==> config.mk <==
export PLATFORM = sky130hd
export DESIGN_NAME = serial_parity_gen
export DESIGN_NICKNAME = d
export VERILOG_FILES = /design/src/rtl/pgen_pkg.sv /design/src/rtl/pgen_slot_ctr.sv /design/src/rtl/pgen_parity_acc.sv /design/src/rtl/pgen_out_sel.sv /design/src/rtl/serial_parity_gen.sv
export SDC_FILE = /design/constraint.sdc
export NUM_CORES = 1
export LEC_CHECK = 0
export ABC_AREA = 1
export BUFFER_PORTS_ARGS = -buffer_cell sky130_fd_sc_hd__buf_2
export CAP_MARGIN = 0
export CORE_AREA = 2 2 39 41
export DETAILED_ROUTE_END_ITERATION = 10
export DIE_AREA = 0 0 41 43
export GPL_ROUTABILITY_DRIVEN = 1
export HOLD_SLACK_MARGIN = 0.15
export PLACE_DENSITY = 0.36
export SETUP_SLACK_MARGIN = 0.2
export SLEW_MARGIN = 30
export SYNTH_ARGS = -nofsm -noshare
export SYNTH_HDL_FRONTEND = slang
export SYNTH_SLANG_ARGS = --single-unit
==> constraint.sdc <==
create_clock -name clk_i -period 1 [get_ports clk_i]
set_input_delay 0.05 -clock clk_i [delete_from_list [all_inputs] [get_ports clk_i]]
set_output_delay 0.05 -clock clk_i [all_outputs]
set_load 0.005 [all_outputs]
==> src/rtl/pgen_pkg.sv <==
package pgen_pkg;
  parameter int unsigned PG_MSG_BITS = 3;
  localparam int unsigned PG_FRAME   = PG_MSG_BITS + 1;
  localparam int unsigned PG_SLOT_W  = $clog2(PG_FRAME);
  typedef logic [PG_SLOT_W-1:0] slot_t;
  localparam slot_t PG_LAST_SLOT = slot_t'(PG_MSG_BITS);
endpackage

==> src/rtl/pgen_slot_ctr.sv <==
module pgen_slot_ctr
  import pgen_pkg::*;
(
  input  logic  clk_i,
  input  logic  rst_i,
  input  logic  step_i,
  output slot_t slot_o,
  output logic  last_o
);
  slot_t slot_q;

  always_ff @(posedge clk_i) begin
    if (rst_i) begin
      slot_q <= '0;
    end else if (step_i) begin
      if (slot_q == PG_LAST_SLOT) slot_q <= '0;
      else                        slot_q <= slot_q + slot_t'(1);
    end
  end

  assign slot_o = slot_q;
  assign last_o = (slot_q == PG_LAST_SLOT);
endmodule

==> src/rtl/pgen_parity_acc.sv <==
module pgen_parity_acc (
  input  logic clk_i,
  input  logic rst_i,
  input  logic step_i,
  input  logic last_i,
  input  logic bit_i,
  output logic par_o
);
  logic par_q;

  always_ff @(posedge clk_i) begin
    if (rst_i) begin
      par_q <= 1'b0;
    end else if (step_i) begin
      // parity beat closes the frame; its input bit is dropped
      if (last_i) par_q <= 1'b0;
      else        par_q <= par_q ^ bit_i;
    end
  end

  assign par_o = par_q;
endmodule

==> src/rtl/pgen_out_sel.sv <==
module pgen_out_sel (
  input  logic last_i,
  input  logic par_i,
  output logic bit_o
);
  always_comb begin
    bit_o = 1'b0;
    if (last_i) bit_o = par_i;
  end
endmodule

==> src/rtl/serial_parity_gen.sv <==
module serial_parity_gen
  import pgen_pkg::*;
(
  input  logic clk_i,
  input  logic rst_i,
  input  logic in_valid_i,
  output logic in_ready_o,
  input  logic in_data_i,
  output logic out_valid_o,
  input  logic out_ready_i,
  output logic out_data_o
);
  logic  step;
  logic  last;
  logic  par;
  slot_t slot_q;

  // a beat moves only when source and sink agree
  assign step        = in_valid_i & out_ready_i;
  assign in_ready_o  = out_ready_i;
  assign out_valid_o = in_valid_i;

  pgen_slot_ctr u_slot (
    .clk_i  (clk_i),
    .rst_i  (rst_i),
    .step_i (step),
    .slot_o (slot_q),
    .last_o (last)
  );

  pgen_parity_acc u_par (
    .clk_i  (clk_i),
    .rst_i  (rst_i),
    .step_i (step),
    .last_i (last),
    .bit_i  (in_data_i),
    .par_o  (par)
  );

  pgen_out_sel u_sel (
    .last_i (last),
    .par_i  (par),
    .bit_o  (out_data_o)
  );
endmodule

== Word-level counts from Yosys, hierarchy flattened ==
Cells that the tools add are included.

* Register bits: 3
* Input bits: 5
* Output and inout port bits: 3
* Word-level logic and storage cells: 9

* Add/sub/neg operators: 1
* Equal/unequal tests: 1
* Mux-type cells: 3
* Bitwise gates (word level): 2

{| class="wikitable"
|+ Operator list
! cell !! count
|-
| 2-bit by 1-bit adder with 2-bit output, second input constant || 1
|-
| 2-bit == test, second input constant || 1
|-
| 1-bit two-way mux || 2
|-
| 2-bit two-way mux || 1
|-
| 1-bit bitwise AND || 1
|-
| 1-bit XOR || 1
|}

== Logic depth before layout (Yosys ltp) ==
* Depth after elaboration: 2
* Gate-level depth with buffers: 5
* Depth with buffers taken out: 5

== Cells and area by module ==
Synthesis repeated with hierarchy kept, for this count alone.

* Cells, all modules: 27
* Area total of the unflattened synthesis: 176.4 um^2

{| class="wikitable"
|+ By module, submodules not included
! module !! instances !! cells an instance !! area each (um^2) !! seq. area each (um^2)
|-
| pgen_slot_ctr || 1 || 14 || 100.1 || 40.0
|-
| pgen_parity_acc || 1 || 7 || 46.3 || 20.0
|-
| serial_parity_gen || 1 || 4 || 22.5 || 0.0
|-
| pgen_out_sel || 1 || 2 || 7.5 || 0.0
|}

== Worst setup path after synthesis ==
OpenSTA, ideal clock, no wires.

* Path type: flip-flop to flip-flop
* From: register u_slot.slot_q[0] (netlist: u_slot.slot_o[0])
* To: register u_slot.slot_q[1] (netlist: u_slot.slot_o[1])
* Library setup time: 0.116 ns
* Arrival: 0.761 ns
* Data required time: 0.884 ns
* Setup slack: 0.123 ns
* Stages on the path, launching flop included: 4
* Path buffers: 0
* Period minus slack after synthesis: 0.877 ns
* Cells stage by stage: dfxtp_1 -> ha_1 -> o21ai_0 -> nor2_1

* Cells in the longest elaborated chain, start to end: 2
* Elaborated cells on any way between the ends: 3
* Classes of those cells: add/sub (1); eq/ne (1); mux (1)

{| class="wikitable"
|+ Ends and longest elaborated chain
! element !! line !! source
|-
| from (decl) || pgen_slot_ctr.sv:10 || <nowiki>slot_t slot_q;</nowiki>
|-
| from (signal assigned) || pgen_slot_ctr.sv:17 || <nowiki>else slot_q <= slot_q + slot_t'(1);</nowiki>
|-
| 2-bit by 1-bit adder with 2-bit output / 2-bit == test (equally long branches) || pgen_slot_ctr.sv:17, pgen_slot_ctr.sv:16 ||
|-
| 2-bit two-way mux (*) || pgen_slot_ctr.sv:16 || <nowiki>if (slot_q == PG_LAST_SLOT) slot_q <= '0;</nowiki>
|}

Every way passes the cells marked *; elsewhere a longest branch is shown, timed or not.
A chain may end at the register's enable or synchronous reset.

== Worst setup path in the final report ==
* From: register u_slot.slot_q[1] (netlist: u_slot.slot_o[1])
* To: output port out_data_o

* Cells in the longest elaborated chain, start to end: 2

{| class="wikitable"
|+ Ends and longest elaborated chain
! element !! line !! source
|-
| 2-bit == test || pgen_slot_ctr.sv:22 || <nowiki>assign last_o = (slot_q == PG_LAST_SLOT);</nowiki>
|-
| 1-bit two-way mux || pgen_out_sel.sv:8 || <nowiki>if (last_i) bit_o = par_i;</nowiki>
|-
| to (decl) || serial_parity_gen.sv:11 || <nowiki>output logic out_data_o</nowiki>
|}

Every way passes these cells.

==> flow_summary.ini <==
[place]
placedCellCount = 47
hpwlAfterDp_microns = 282
port_buffers = 7
place_area_sq_um = 234
gp_congestion = 0.686

[floorplanning]
ioPinCount = 8
coreArea_sq_um = 1380
die_x_microns = 41
dieArea_sq_um = 1760
start_util_pct = 12.8
dieHeight_microns = 43
floorplan.rows = 14

[sta]
setup-violations-final = 0
period_needed_ns = 0.956
clock_skew_ns = 0.00359
maxSlewViolCount = 0
fmax_mhz = 1050
tightest_slew_ns = 0.114
timing_hold_violations_final = 0
fin_setup_tns_ns = 0
fin_crit_sh_pct = 95.6
rsz0062_at_grt = yes
slew_headroom_pct = 92.4
hold_ws_ns = 0.179

[clock_tree]
cts.sinks = 3
htreeDepth = 1
ctsLongestPathBuffers = 2
clock_latency_ns = 0.23
clockRootBuffer = clkbuf_4
cts_tree = done
path_clk_slew_ns = 0.04
cts-buffers-inserted = 3

[run]
max-cap-violations = 0

[finish]
mostFrequentLayoutCell = buf_2
syn_to_final_growth_pct = 73.2
final_cell_mix = buf_2, nand2_1
n_antenna_cell = 0
fin_cells = 55
final_area_sq_um = 308
drive_gt1_share_pct = 56.4
fin_nets = 46

[detailed_routing]
dr.pass1.iters = 3
vias = 189
dr.first_iter.drc_count = 3
routedWlPerCell_microns = 7.29
wl_microns = 401
route.detailed.drc = 0
detail-route-antenna-nets = 0
via_per_inst = 3.44

[status]
outcome = complete, no violations

[global_route]
antenna_found_initial = 0
grt_pass1_wl_microns = 676
overflow = 0
grt_pass1_vias = 192
grt_max_degree = 5
track_usage_pct = 6.32

[setup_path]
startpoint_type = flop
cp.arrival_ns = 0.91
crit_type = reg2out
path_buf_inv = 2
end_kind = output pin
crit_path_max_incr_delay_ns = 0.33
critPathMaxFanout = 2
cpMaxStageDelayCell = dfxtp_2
path_delay_family = flip-flops
path_cells = ha_4 -> nand2_2 -> inv_1 -> buf_2
required_ns = 0.95

[synthesis]
synth_compound_area_share_pct = 7.75
syn-num-nets = 32
synthAdderAreaFrac_pct = 7.04
synthMuxAreaShare_pct = 0
syn_area_sq_um = 178
ys_ff_latch = 3
syn_avg_cell_area_sq_um = 6.83
synth_xor_xnor_area_share_pct = 0
syn_inst = 26
synth_cell_types = 12
synth_top_family_by_area = simple AND/OR/NAND/NOR gates
yosysWarnings = 0
seq_area_frac_synth_pct = 33.8
synth-simple-area-share_pct = 34.5

[power]
p_per_area_nw_per_um2 = 1340
peakVddDrop_uv = 804
finalPower_w = 0.000412
p_leak_nw = 0.153

[hold_path]
min_path_type = in2reg
[final timing paths]
check	start	end	slack [ns]	cells past startpoint
setup / recovery	u_slot.slot_o[1]	out_data_o	0.04	4
setup reg to reg	u_slot.slot_o[1]	u_slot.slot_o[0]	0.09	5
hold reg to reg	u_slot.slot_o[1]	u_slot.slot_o[1]	0.51	2
hold / removal	out_ready_i	u_par.par_o	0.18	4
[worst min-delay path, delay by kind of cell]
kind,cells,cell delay (ns)
buffers and inverters,1,0.12
AND/OR/NAND/NOR,3,0.20
[kinds of logic after synthesis]
family / Yosys count
buf+inv: 6
simple gates: 14
fa+ha+maj: 1
flops: 3
compound gates: 2
[cell usage after synthesis]
cell type | number | area, sq um
nand4_1 | 1 | 6.26
a21oi_2 | 1 | 8.76
nor2_1 | 4 | 15.0
inv_1 | 3 | 11.3
nand3_1 | 1 | 5.00
ha_1 | 1 | 12.5
nand2_2 | 2 | 12.5
inv_2 | 1 | 3.75
o21ai_0 | 1 | 5.00
nand2_1 | 6 | 22.5
buf_4 | 2 | 15.0
dfxtp_1 | 3 | 60.1
[flip-flops by register name, summed over array words and instances, names as in the netlist]
register and cells:
u_par.par_o 1, u_slot.slot_o 2
[layer usage]
metal	vias up	track usage [%]	part of all wire, %
met5	-	0	0
li1	104	-	-
met3	0	7.85	11
met2	10	7.50	39
met4	0	2.67	0
met1	75	6.41	50
[through the flow]
stage / setup WS [ns] / util (%)
floorplan: 0.189 / -
global placement: 0.145 / 16.9
detailed placement: 0.142 / 16.9
CTS: 0.0311 / 22.1
global route: 0.00204 / 22.2
finish: 0.0444 / 22.2
[what timing repair did]
action                                  4_1_cts  5_1_grt
setup buffers                                 2        0
endpoints found under the hold margin         3        0
hold buffers                                  2        0
gates resized for setup                       3        1
pin swaps                                     4        3
endpoints found under the setup margin        3        4
[layout make-up]
cell class,count,area [sq um]
sequential,3,62.6
tap,16,20.0
multi-input combinational,17,114
clock buffer,4,26.3
timing repair buffer,11,70.1
fill,156,1080
inverter,4,15.0
[power breakdown]
| part | internal, W | switching [W] | total [W] |
|---|---|---|---|
| Clock | 0.000149 | 0.0000570 | 0.000206 |
| Sequential | 0.000130 | 0.00000773 | 0.000137 |
| Combinational | 0.0000367 | 0.0000321 | 0.0000688 |
No activity file was read; power rests on OpenSTA's default activity.
